[config.mk]
export PLATFORM = sky130hd
export DESIGN_NAME = pwmdac_top
export DESIGN_NICKNAME = d
export VERILOG_FILES = /design/src/rtl/pwmdac_pkg.sv /design/src/rtl/pwmdac_ctrl.sv /design/src/rtl/pwmdac_dpath.sv /design/src/rtl/pwmdac_top.sv
export SDC_FILE = /design/constraint.sdc
export NUM_CORES = 1
export LEC_CHECK = 0
export CAP_MARGIN = 10
export CORE_MARGIN = 2
export CORE_UTILIZATION = 40
export CTS_BUF_LIST = sky130_fd_sc_hd__clkbuf_4 sky130_fd_sc_hd__clkbuf_8
export DETAILED_ROUTE_END_ITERATION = 8
export PLACE_DENSITY = 0.71
export SYNTH_ARGS = -nofsm -noshare
export SYNTH_HDL_FRONTEND = slang
export SYNTH_SLANG_ARGS = --single-unit
[constraint.sdc]
create_clock -name clk -period 2.18 [get_ports clk]
set_input_delay 0.327 -clock clk [delete_from_list [all_inputs] [get_ports clk]]
set_output_delay 0.327 -clock clk [all_outputs]
set_load 0.05 [all_outputs]
[src/rtl/pwmdac_pkg.sv]
package pwmdac_pkg;
  // Strobes from control to datapath
  typedef struct packed {
    logic periodEnd;  // counter is at its last value of the period
    logic takeInput;  // load strobe qualified for capture
  } pwmStrobes_t;
endpackage

[src/rtl/pwmdac_ctrl.sv]
module pwmdac_ctrl
  import pwmdac_pkg::*;
#(
  parameter int N = 8
) (
  input  logic         clk,
  input  logic         rst,
  input  logic         sampleLoad,
  output logic [N-1:0] refCount,
  output pwmStrobes_t  strobes
);
  localparam logic [N-1:0] CountMax = {N{1'b1}};

  logic [N-1:0] cnt;

  always_ff @(posedge clk) begin
    if (rst) cnt <= '0;
    else     cnt <= cnt + 1'b1;
  end

  always_comb begin
    strobes.periodEnd = (cnt == CountMax);
    strobes.takeInput = sampleLoad;
    refCount          = cnt;
  end

  // counter wraps at the end of the period
  p_wrap_r2: assert property (@(posedge clk) disable iff (rst)
    (cnt == CountMax) |=> (cnt == '0));
  // counter steps by one inside the period
  p_step_r2: assert property (@(posedge clk) disable iff (rst)
    (cnt != CountMax) |=> (cnt == $past(cnt) + 1'b1));
endmodule

[src/rtl/pwmdac_dpath.sv]
module pwmdac_dpath
  import pwmdac_pkg::*;
#(
  parameter int N  = 8,
  parameter int RW = $clog2(N + 1)
) (
  input  logic          clk,
  input  logic          rst,
  input  pwmStrobes_t   strobes,
  input  logic [N-1:0]  refCount,
  input  logic [N-1:0]  sampleIn,
  input  logic [RW-1:0] revSel,
  output logic          pwmOut
);
  localparam logic [RW-1:0] RevMax = RW'(N);

  logic [N-1:0]  pendSample, actSample;
  logic [RW-1:0] pendRev, actRev;
  logic [RW-1:0] revClamped;
  logic [N-1:0]  nextSample;
  logic [RW-1:0] nextRev;
  logic [N-1:0]  permAll [0:N];
  logic [N-1:0]  permCount;
  logic          cmpHigh;

  // settings beyond N clamp to N
  assign revClamped = (revSel > RevMax) ? RevMax : revSel;

  // Holding stage value as seen by the wrap edge (strobe bypass)
  assign nextSample = strobes.takeInput ? sampleIn   : pendSample;
  assign nextRev    = strobes.takeInput ? revClamped : pendRev;

  always_ff @(posedge clk) begin
    if (rst) begin
      pendSample <= '0;
      pendRev    <= '0;
    end else if (strobes.takeInput) begin
      pendSample <= sampleIn;
      pendRev    <= revClamped;
    end
  end

  always_ff @(posedge clk) begin
    if (rst) begin
      actSample <= '0;
      actRev    <= '0;
    end else if (strobes.periodEnd) begin
      actSample <= nextSample;
      actRev    <= nextRev;
    end
  end

  // One permutation per possible setting
  for (genvar r = 0; r <= N; r++) begin : g_perm
    for (genvar i = 0; i < N; i++) begin : g_bit
      if (i >= N - r) begin : g_mirror
        assign permAll[r][i] = refCount[2*N-1-r-i];
      end else begin : g_pass
        assign permAll[r][i] = refCount[i];
      end
    end
  end

  assign permCount = permAll[actRev];
  assign cmpHigh   = (actSample > permCount);

  always_ff @(posedge clk) begin
    if (rst) pwmOut <= 1'b0;
    else     pwmOut <= cmpHigh;
  end

  // active values hold except on the wrap clock
  p_hold_mid_r7: assert property (@(posedge clk) disable iff (rst)
    !strobes.periodEnd |=> ($stable(actSample) && $stable(actRev)));
  // active setting never exceeds N
  p_rev_range_r8: assert property (@(posedge clk) disable iff (rst)
    actRev <= RevMax);
  // zero sample gives a low pin on the next clock
  p_zero_low_r3: assert property (@(posedge clk) disable iff (rst)
    (actSample == '0) |=> !pwmOut);
  // unpermuted count of zero with nonzero sample drives high
  p_first_high_r6: assert property (@(posedge clk) disable iff (rst)
    (refCount == '0 && actSample != '0) |=> pwmOut);
endmodule

[src/rtl/pwmdac_top.sv]
module pwmdac_top #(
  parameter int N  = 8,
  parameter int RW = $clog2(N + 1)
) (
  input  logic          clk,
  input  logic          rst,
  input  logic [N-1:0]  sampleIn,
  input  logic          sampleLoad,
  input  logic [RW-1:0] revSel,
  output logic          pwmOut
);
  import pwmdac_pkg::*;

  pwmStrobes_t  strobes;
  logic [N-1:0] refCount;

  pwmdac_ctrl #(.N(N)) u_ctrl (
    .clk        (clk),
    .rst        (rst),
    .sampleLoad (sampleLoad),
    .refCount   (refCount),
    .strobes    (strobes)
  );

  pwmdac_dpath #(.N(N), .RW(RW)) u_dpath (
    .clk      (clk),
    .rst      (rst),
    .strobes  (strobes),
    .refCount (refCount),
    .sampleIn (sampleIn),
    .revSel   (revSel),
    .pwmOut   (pwmOut)
  );
endmodule

* After elaboration in Yosys (flattened, before gate mapping)
Index checks and enable logic that the tools add are counted.
** Word-level totals
- Register bits after elaboration :: 33
- Word-level logic and storage cells :: 18
- Output and inout bits :: 1
** Cells by class
- Bitwise logic cells :: 1
- Add/subtract/negate cells :: 1
- Equal/unequal tests :: 1
- Mux-type cells :: 6
- Order comparisons :: 3
** Operators by type and width (number)
- $bmux W8 S4 :: 1
- $mux W8 :: 3
- $add A8 B1 Y8 const B :: 1
- $eq A8 B8 Y1 const B :: 1
- $gt A8 B8 Y1 :: 1
- $mux W4 :: 2
- $ge A5 B5 Y1 const B :: 1
- $not A4 Y5 :: 1
- $gt A4 B4 Y1 const B :: 1

* Logic depth before layout (Yosys ltp)
Gate-level depths: netlist of the first run.
- Depth in word-level cells :: 5
- Mapped depth :: 10

* By module
A second synthesis of the first run with hierarchy kept.
** Second synthesis, totals
- Cells, all modules :: 185
- Area total of the unflattened synthesis :: 1741.7 sq um
** Modules (own cells, without submodules)
- pwmdac_dpath :: area an instance 1423.9 sq um, instances 1, cells an instance 149, sequential area each 500.5 sq um
- pwmdac_ctrl :: area an instance 317.8 sq um, instances 1, cells an instance 36, sequential area each 160.2 sq um

* Worst setup path after synthesis of the first run
No wires, ideal clock.
- Path kind :: register to register
- Start point :: register u_ctrl.cnt[3] (netlist: u_ctrl.refCount[3])
- End point :: register u_dpath.pwmOut
- Cell stages (with the launch flop) :: 8
- Required time :: 2.065 ns
- Arrival time :: 1.826 ns
- Path slack :: 0.239 ns
- Path through :: dfxtp_1 buf_4 mux4_2 a221oi_1 ha_1 a21oi_1 o21ai_0 o21a_1
** On the way
- Longest elaborated chain between the ends :: 4
** RTL lines
- from (decl) :: RTL line pwmdac_ctrl.sv:14 : logic [N-1:0] cnt;
- from (signal assigned) :: RTL line pwmdac_ctrl.sv:18 : else cnt <= cnt + 1'b1;
- $bmux W8 S4 :: RTL line pwmdac_dpath.sv:64 : assign permCount = permAll[actRev];
- $mux W8 (implied by the code) (2 in series) :: RTL line pwmdac_dpath.sv:64
- $gt A8 B8 Y1 :: RTL line pwmdac_dpath.sv:65 : assign cmpHigh = (actSample > permCount);
- to (signal assigned) :: RTL line pwmdac_dpath.sv:69 : else pwmOut <= cmpHigh;
- to (decl) :: RTL line pwmdac_dpath.sv:13 : output logic pwmOut
Every way passes these cells. The select of a mux whose other input is x is not followed.
A chain may end at the register's enable or synchronous reset.

* Worst setup path in the final report of the first run
- Start point :: register u_dpath.actRev[1]
- End point :: register u_dpath.pwmOut
** On the way
- Longest elaborated chain between the ends :: 5
** RTL lines
- from (decl) :: RTL line pwmdac_dpath.sv:18 : logic [RW-1:0] pendRev, actRev;
- from (signal assigned) :: RTL line pwmdac_dpath.sv:49 : actRev <= nextRev;
- $not A4 Y5 (implied by the code) :: RTL line pwmdac_dpath.sv:64
- $bmux W8 S4 :: RTL line pwmdac_dpath.sv:64
- $mux W8 (implied by the code) (2 in series) :: RTL line pwmdac_dpath.sv:64
- $gt A8 B8 Y1 :: RTL line pwmdac_dpath.sv:65
Every way passes these cells. The select of a mux whose other input is x is not followed.

==> key figures, run 1 <==
Worst setup path
  • CP Launch Point: u_dpath.actRev[1]
  • Worst R2R Setup Slack: ~150 ps
  • Crit-path slowest cell: dfxtp_4
  • Crit path to: u_dpath.pwmOut
  • Endpoint type of the worst setup path: flop
  • WP data required: around 2400 ps
  • Worst path arrival time: approximately 2200 ps
  • Crit Reg-Reg Endpoint: u_dpath.pwmOut
  • CP max stage delay: 390 ps
  • Critical-path cell list: buf_4 > nor4b_4 > buf_4 > a21oi_1 > ha_1 > nor2b_1 > o211ai_1 > a21oi_1 > o21a_1
  • Cell count of the worst reg-to-reg path: 9
  • Worst reg2reg startpoint: u_dpath.actRev[1]
  • Startpoint types: flop
  • Crit Path Max Fanout: 9
  • Crit path kind: reg -> reg

Logic synthesis
  • Post-Syn Area: about 0.0018 mm²
  • Avg Cell Area, Syn: a little under 10 µm²
  • Post-synthesis sequential area ratio: a little over a third
  • Synth top area share: 36.4%
  • Async SR Flop Fraction: 0%
  • Seq cells post-synth: 33
  • Top cells by area, synth: dfxtp_1 36%, mux2i_1 8.3%, nor2_1 7.4%, ha_1 6.2%, a211oi_2 5.5%
  • Biggest area consumer among synthesized cells: dfxtp_1
  • Yosys Warn Count: 0
  • Most used DFF post-synth: dfxtp_1
  • Cells after Synth: roughly 190
  • Syn_nets: 210
  • EDFF count, synth: 0
  • Distinct cell type count after synthesis: 41

Clocking
  • Clock Pin Slew Worst Setup and Hold Paths: 60 ps
  • Num Clock Sinks: 33
  • Clk Latency, worst-skew pair: 280 ps
  • Number of hold buffers added after cts: 0
  • Root Driver: clkbuf_8
  • CTS H-tree lvls: 2
  • CTS buffer count: 5
  • Clock tree buffer depth: 2
  • CTS tree: done

Timing
  • Setup repair after global routing missed its margin: false
  • Fmax: between 400 and 500 MHz
  • Final setup fails: 0
  • Final Hold Viols: 0
  • Slew @ Worst Pin: roughly 500 ps
  • Clk_skew: between 2 and 3 ps
  • Min Tclk post-route: 2030 ps
  • Fin. max-slew vios: 0
  • Fin crit share: between 90% and 100%
  • Worst slew margin: 67.1%
  • Min Hold Slack: around 490 ps

Global route
  • Vias in the first global route: 1331
  • Grt total ovfl: 0
  • Initial antenna violation count: 0
  • Largest net degree at the start of global routing: 25
  • Gr usage total: 15.6%
  • First-pass GRT wire length: ~6200 µm

Die
  • Die Y: around 71 µm
  • Core area: 0.00435 mm²
  • FP Rows: 24
  • Top Ports: 16
  • Die area: approximately 0.005 mm²
  • Die width: around 71 µm
  • Initial Utilization: roughly two fifths

Drt
  • Vias per Instance: about 5.4
  • Post-DRT Antenna Nets: 0
  • Via count: 1413
  • DRT iter0 DRCs: 56
  • Residual DRC count: 0
  • 1st-pass router iterations: 4
  • Routed wire length: between 3000 and 4000 µm
  • Routed length per instance: around 13 µm

Placed design
  • Placed insts: around 250
  • Port bufs: 15
  • Final GP Congestion: 0.993
  • Post-DP HPWL: ~2500 µm

Layout
  • Fin nets: 234
  • Synth-to-Final Area Change: 19.0%
  • Antenna cells: 0
  • Layout cell share with drive strength beyond 1: a little over a fifth
  • Post-Layout Cell Count: approximately 260

Power and ir drop
  • Static leakage power: roughly 0.85 nW
  • Pwr Density: 624 mW/mm²
  • Worst VDD drop: 0.411 mV
  • Total power: roughly 1.3 mW

Worst hold path
  • Worst Hold Class: reg -> reg

Flow run
  • Max_cap viols: 0

Status
  • Outcome: completed
-- repair_timing --
item,4_1_cts,5_1_grt
cloned,0,0
resized for setup,0,4
endpoints found under the setup margin,1,1
pin swaps,1,1
buffers inserted,2,0
-- how the worst min path moves through the flow --
stage,startpoint,to,cells past startpoint
floorplan,u_ctrl.refCount[0],u_ctrl.refCount[0],1
global placement,u_dpath.pendRev[2],u_dpath.pendRev[2],2
detailed placement,u_dpath.pendRev[2],u_dpath.pendRev[2],2
CTS,u_dpath.pendRev[2],u_dpath.pendRev[2],2
global route,u_dpath.pendSample[3],u_dpath.pendSample[3],2
finish,u_dpath.pendRev[2],u_dpath.pendRev[2],2
-- final cells by class --
cell class	instances	area (µm²)
tap	52	65.1
multi-input combinational	135	1010
fill	412	2200
clock inverter	1	30.0
timing repair buffer	32	282
inverter	3	11.3
sequential	33	666
clock buffer	7	90.1
-- flip-flops by register name, indices dropped and copies added, names as in the netlist --
signal	count
u_dpath.pendSample	8
u_dpath.pwmOut	1
u_dpath.pendRev	4
u_dpath.actRev	4
u_dpath.actSample	8
u_ctrl.refCount	8
-- where the power goes --
group,switching [mW],leakage (nW),internal (mW)
registers,0.00800,0.270,0.620
clock network,0.214,0.0619,0.385
logic,0.0590,0.515,0.0602
-- logic make-up after synthesis --
family | synth area share [%]
flip-flops | 36.4
AND/OR/NAND/NOR | 17.1
AO/OA/AOI/OAI | 17.7
adder cells (fa/ha/maj) | 6.21
XOR/XNOR | 1.93
multiplexers | 13.0
buffers and inverters | 7.65
-- metal layers --
layer  part of all wire, %  up-vias  global-route usage [%]
met5                     0        -                       0
met4                   1.8        0                    6.29
met3                   3.1        5                    5.34
met2                    46       24                    22.9
met1                    49      672                    20.9
li1                      -      712                       -
-- stage by stage --
stage / setup slack (ps) / utilization (%) / setup TNS, ps / cell area [µm²]
2_1_floorplan: 239 / - / 0 / 1810
3_3_place_gp: -8.26 / 46.3 / -8.26 / 2010
3_5_place_dp: -26.4 / 46.3 / -26.4 / 2010
4_1_cts: 35.3 / 49.4 / 0 / 2150
5_1_grt: 1.97 / 49.6 / 0 / 2160
6_report: 151 / 49.6 / 0 / 2160
-- cells in the final DEF (no fill, tap or decap), types with 2 or more instances in the layout --
cell	netlist	final
mux4_2	2	2
nand3_1	5	5
a221oi_1	2	2
a22o_1	2	2
and2b_2	2	2
buf_4	3	16
xor2_1	3	3
a311oi_1	2	2
clkdlybuf4s50_1	0	15
a22oi_1	3	3
dfxtp_1	33	31
or3_1	2	2
nand4_1	2	2
nand2_1	5	5
a211oi_1	4	4
a21oi_1	12	12
nor2b_1	2	2
clkbuf_8	2	6
nor2_1	36	36
a211oi_2	8	8
o21ai_0	5	5
inv_1	3	3
mux2i_1	15	15
ha_1	9	9
-- worst max-delay path, delay by kind of cell (launching register included) --
| kind | cells | cell delay (ps) |
|---|---|---|
| compound gates | 4 | 480 |
| simple gates | 2 | 410 |
| flops | 1 | 390 |
| buf+inv | 2 | 360 |
| fa+ha+maj | 1 | 280 |
-- cells in the mapped netlist (2+ instances only) --
library cell  number
a221oi_1           2
nand2_1            5
buf_6              3
a22oi_1            3
a211oi_2           8
xor2_1             3
and2b_2            2
nor2b_1            2
a211oi_1           4
buf_2              2
mux2i_1           15
ha_1               9
a21oi_1           12
or3_1              2
nand3_1            5
nand4_1            2
a22o_1             2
clkbuf_8           2
mux4_2             2
clkbuf_1           4
inv_1              3
nor2_1            36
dfxtp_1           33
o21ai_0            5
a311oi_1           2
buf_4              3
No activity file was read; power rests on OpenSTA's default activity.
==> inputs of run 2 (changes only) <==
--- a/config.mk
+++ b/config.mk
@@ -6,7 +6,6 @@
 export NUM_CORES = 1
 export LEC_CHECK = 0
 export CAP_MARGIN = 10
-export CORE_MARGIN = 2
 export CORE_UTILIZATION = 40
 export CTS_BUF_LIST = sky130_fd_sc_hd__clkbuf_4 sky130_fd_sc_hd__clkbuf_8
 export DETAILED_ROUTE_END_ITERATION = 8
==> run 2 against run 1 <==
Net effect: critical path depth down 1; via count is 0.92% lower; first-iteration DRC count grew 36%; register-to-register slack got worse by 140 ps; fmax is 6.3% lower; sequential power about the same; critical endpoint unchanged.
==> key figures, run 2 (synthesized netlist as in run 1, its figures left out) <==
Status
  • Outcome: completed (unchanged)

Timing
  • Final setup fails: 0 (unchanged)
  • Slew @ Worst Pin: 490 ps (was 492 ps)
  • Fin. max-slew vios: 0 (unchanged)
  • Min Tclk post-route: 2170 ps (was 2030 ps)
  • Final worst setup slack: 14.0 ps (was 151 ps)
  • Final Hold Viols: 0 (unchanged)
  • Fmax: 462 MHz (was 493 MHz)
  • Setup TNS: 0 ps (unchanged)
  • Clk_skew: 7.35 ps (was 2.87 ps)
  • Fin crit share: 99.4% (was 93.1%)
  • Worst slew margin: 67.2% (was 67.1%)

Clocking
  • Clk Latency, worst-skew pair: 290 ps (was 280 ps)
  • Num Clock Sinks: 33 (unchanged)
  • CTS tree: done (unchanged)
  • Clock tree buffer depth: 2 (unchanged)
  • CTS buffer count: 5 (unchanged)
  • CTS H-tree lvls: 2 (unchanged)
  • Clock Pin Slew Worst Setup and Hold Paths: 70 ps (was 60 ps)
  • Root Driver: clkbuf_8 (unchanged)

Drt
  • Residual DRC count: 0 (unchanged)
  • Vias per Instance: 5.41 (was 5.37)
  • Via count: 1400 (was 1413)
  • DRT iter0 DRCs: 76 (was 56)
  • 1st-pass router iterations: 4 (unchanged)
  • Post-DRT Antenna Nets: 0 (unchanged)
  • Routed length per instance: 13.7 µm (was 13.2 µm)
  • Routed wire length: 3540 µm (was 3480 µm)

Layout
  • Fin nets: 230 (was 234)
  • Layout cell share with drive strength beyond 1: 21.3% (about the same)
  • Commonest non-fill, non-tap cell in the layout: nor2_1 (unchanged)
  • Synth-to-Final Area Change: 17.4% (was 19.0%)
  • Antenna cells: 0 (unchanged)
  • Most frequent cells in the layout: 36 x nor2_1, 30 x dfxtp_1, 15 x clkdlybuf4s50_1, 14 x mux2i_1 (was 36 x nor2_1, 31 x dfxtp_1, 16 x buf_4, 15 x mux2i_1, 15 x clkdlybuf4s50_1)

Global route
  • Largest net degree at the start of global routing: 34 (was 25)
  • First-pass GRT wire length: 6000 µm (was 6150 µm)
  • Vias in the first global route: 1291 (was 1331)
  • Initial antenna violation count: 0 (unchanged)
  • Grt total ovfl: 0 (unchanged)
  • Gr usage total: 15.8% (was 15.6%)

Die
  • Die area: 0.00481 mm² (was 0.00509 mm²)
  • Core area: 0.00435 mm² (unchanged)
  • Initial Utilization: 41.7% (unchanged)
  • Top Ports: 16 (unchanged)
  • FP Rows: 24 (unchanged)
  • Die width: 69.3 µm (was 71.3 µm)
  • Die Y: 69.3 µm (was 71.3 µm)

Worst setup path
  • Worst path arrival time: 2350 ps (was 2210 ps)
  • WP data required: 2370 ps (was 2360 ps)
  • Crit Path Max Fanout: 10 (was 9)
  • Crit path kind: reg -> reg (unchanged)
  • Startpoint types: flop (unchanged)
  • Endpoint type of the worst setup path: flop (unchanged)

Power and ir drop
  • Sequential power share: 51.3% (was 46.7%)
  • Static leakage power: 0.824 nW (was 0.847 nW)
  • Worst VDD drop: 0.331 mV (was 0.411 mV)
  • Pwr Density: 576 mW/mm² (was 624 mW/mm²)
  • Total power: 1.23 mW (was 1.35 mW)
  • Switching part of the total: 23.8% (was 20.9%)
  • Net Switching: 292 µW (was 281 µW)
  • Clock group share of total power: 39.1% (was 44.5%)
  • Internal Power: 936 µW (was 1.07 mW)
  • Combinational power share: 9.6% (was 8.9%)

Flow run
  • Max_cap viols: 0 (unchanged)

Placed design
  • Final GP Congestion: 0.859 (was 0.993)
  • Post-DP HPWL: 2400 µm (was 2480 µm)
  • Port bufs: 15 (unchanged)
  • Setup WS pre-CTS: -6.63 ps (was -26.4 ps)

Worst hold path
  • Worst Hold Class: reg -> reg (unchanged)
[run 2: repair_timing]
item	CTS	global route
hold buffers	0	0
resized for setup	2	5
pin swaps	0	3
setup buffers	0	2
endpoints found under the setup margin	1	1
[run 2: worst paths after layout]
path                                      endpoint  depth (start not counted)  slack (ps)               start
worst max-delay path                u_dpath.pwmOut                          8          10   u_dpath.actRev[0]
worst min-delay path            u_dpath.pendRev[2]                          2         490  u_dpath.pendRev[2]
worst max register to register      u_dpath.pwmOut                          8          10   u_dpath.actRev[0]
worst min register to register  u_dpath.pendRev[2]                          2         490  u_dpath.pendRev[2]
[run 2: critical path, cell delays in order (launching register included)]
cell     delay, ps
dfxtp_2        360
buf_12         160
nor4b_4        460
a22o_1         260
a21oi_2         40
ha_1           290
a21oi_1        210
o21ai_1        110
o21a_1         190
[run 2: area by class of cell]
cell class,count,area [µm²]
fillers,394,2220
multi-input cells,135,1030
flip-flops and latches,33,664
repair buffers,28,260
clock buffers,6,82.6
well taps,52,65.1
clock inverters,2,13.8
inverters,3,11.3
[run 2: power by group through the flow]
stage          clock network [mW]  registers [mW]  logic, mW
2_1_floorplan                   0           0.647     0.0671
3_3_place_gp                    0           0.643      0.118
3_5_place_dp                    0           0.643      0.119
4_1_cts                     0.496           0.629      0.119
5_1_grt                     0.527           0.631      0.133
6_report                    0.481           0.630      0.118
[run 2: per-layer routing]
layer  routed length [µm]  global-route usage, %
met4                   94                   6.80
met2                 1640                   24.3
met1                 1640                   20.6
met5                    0                      0
met3                  175                   4.51
[run 2: through the flow]
step / hold slack [ps] / instances / util (%) / instance area (µm²)
detailed placement: 475 / 249 / 45.9 / 2000
floorplan: 441 / 186 / - / 1810
CTS: 492 / 257 / 48.2 / 2100
finish: 490 / 259 / 48.9 / 2130
global route: 524 / 259 / 48.9 / 2130
global placement: 466 / 249 / 45.9 / 2000
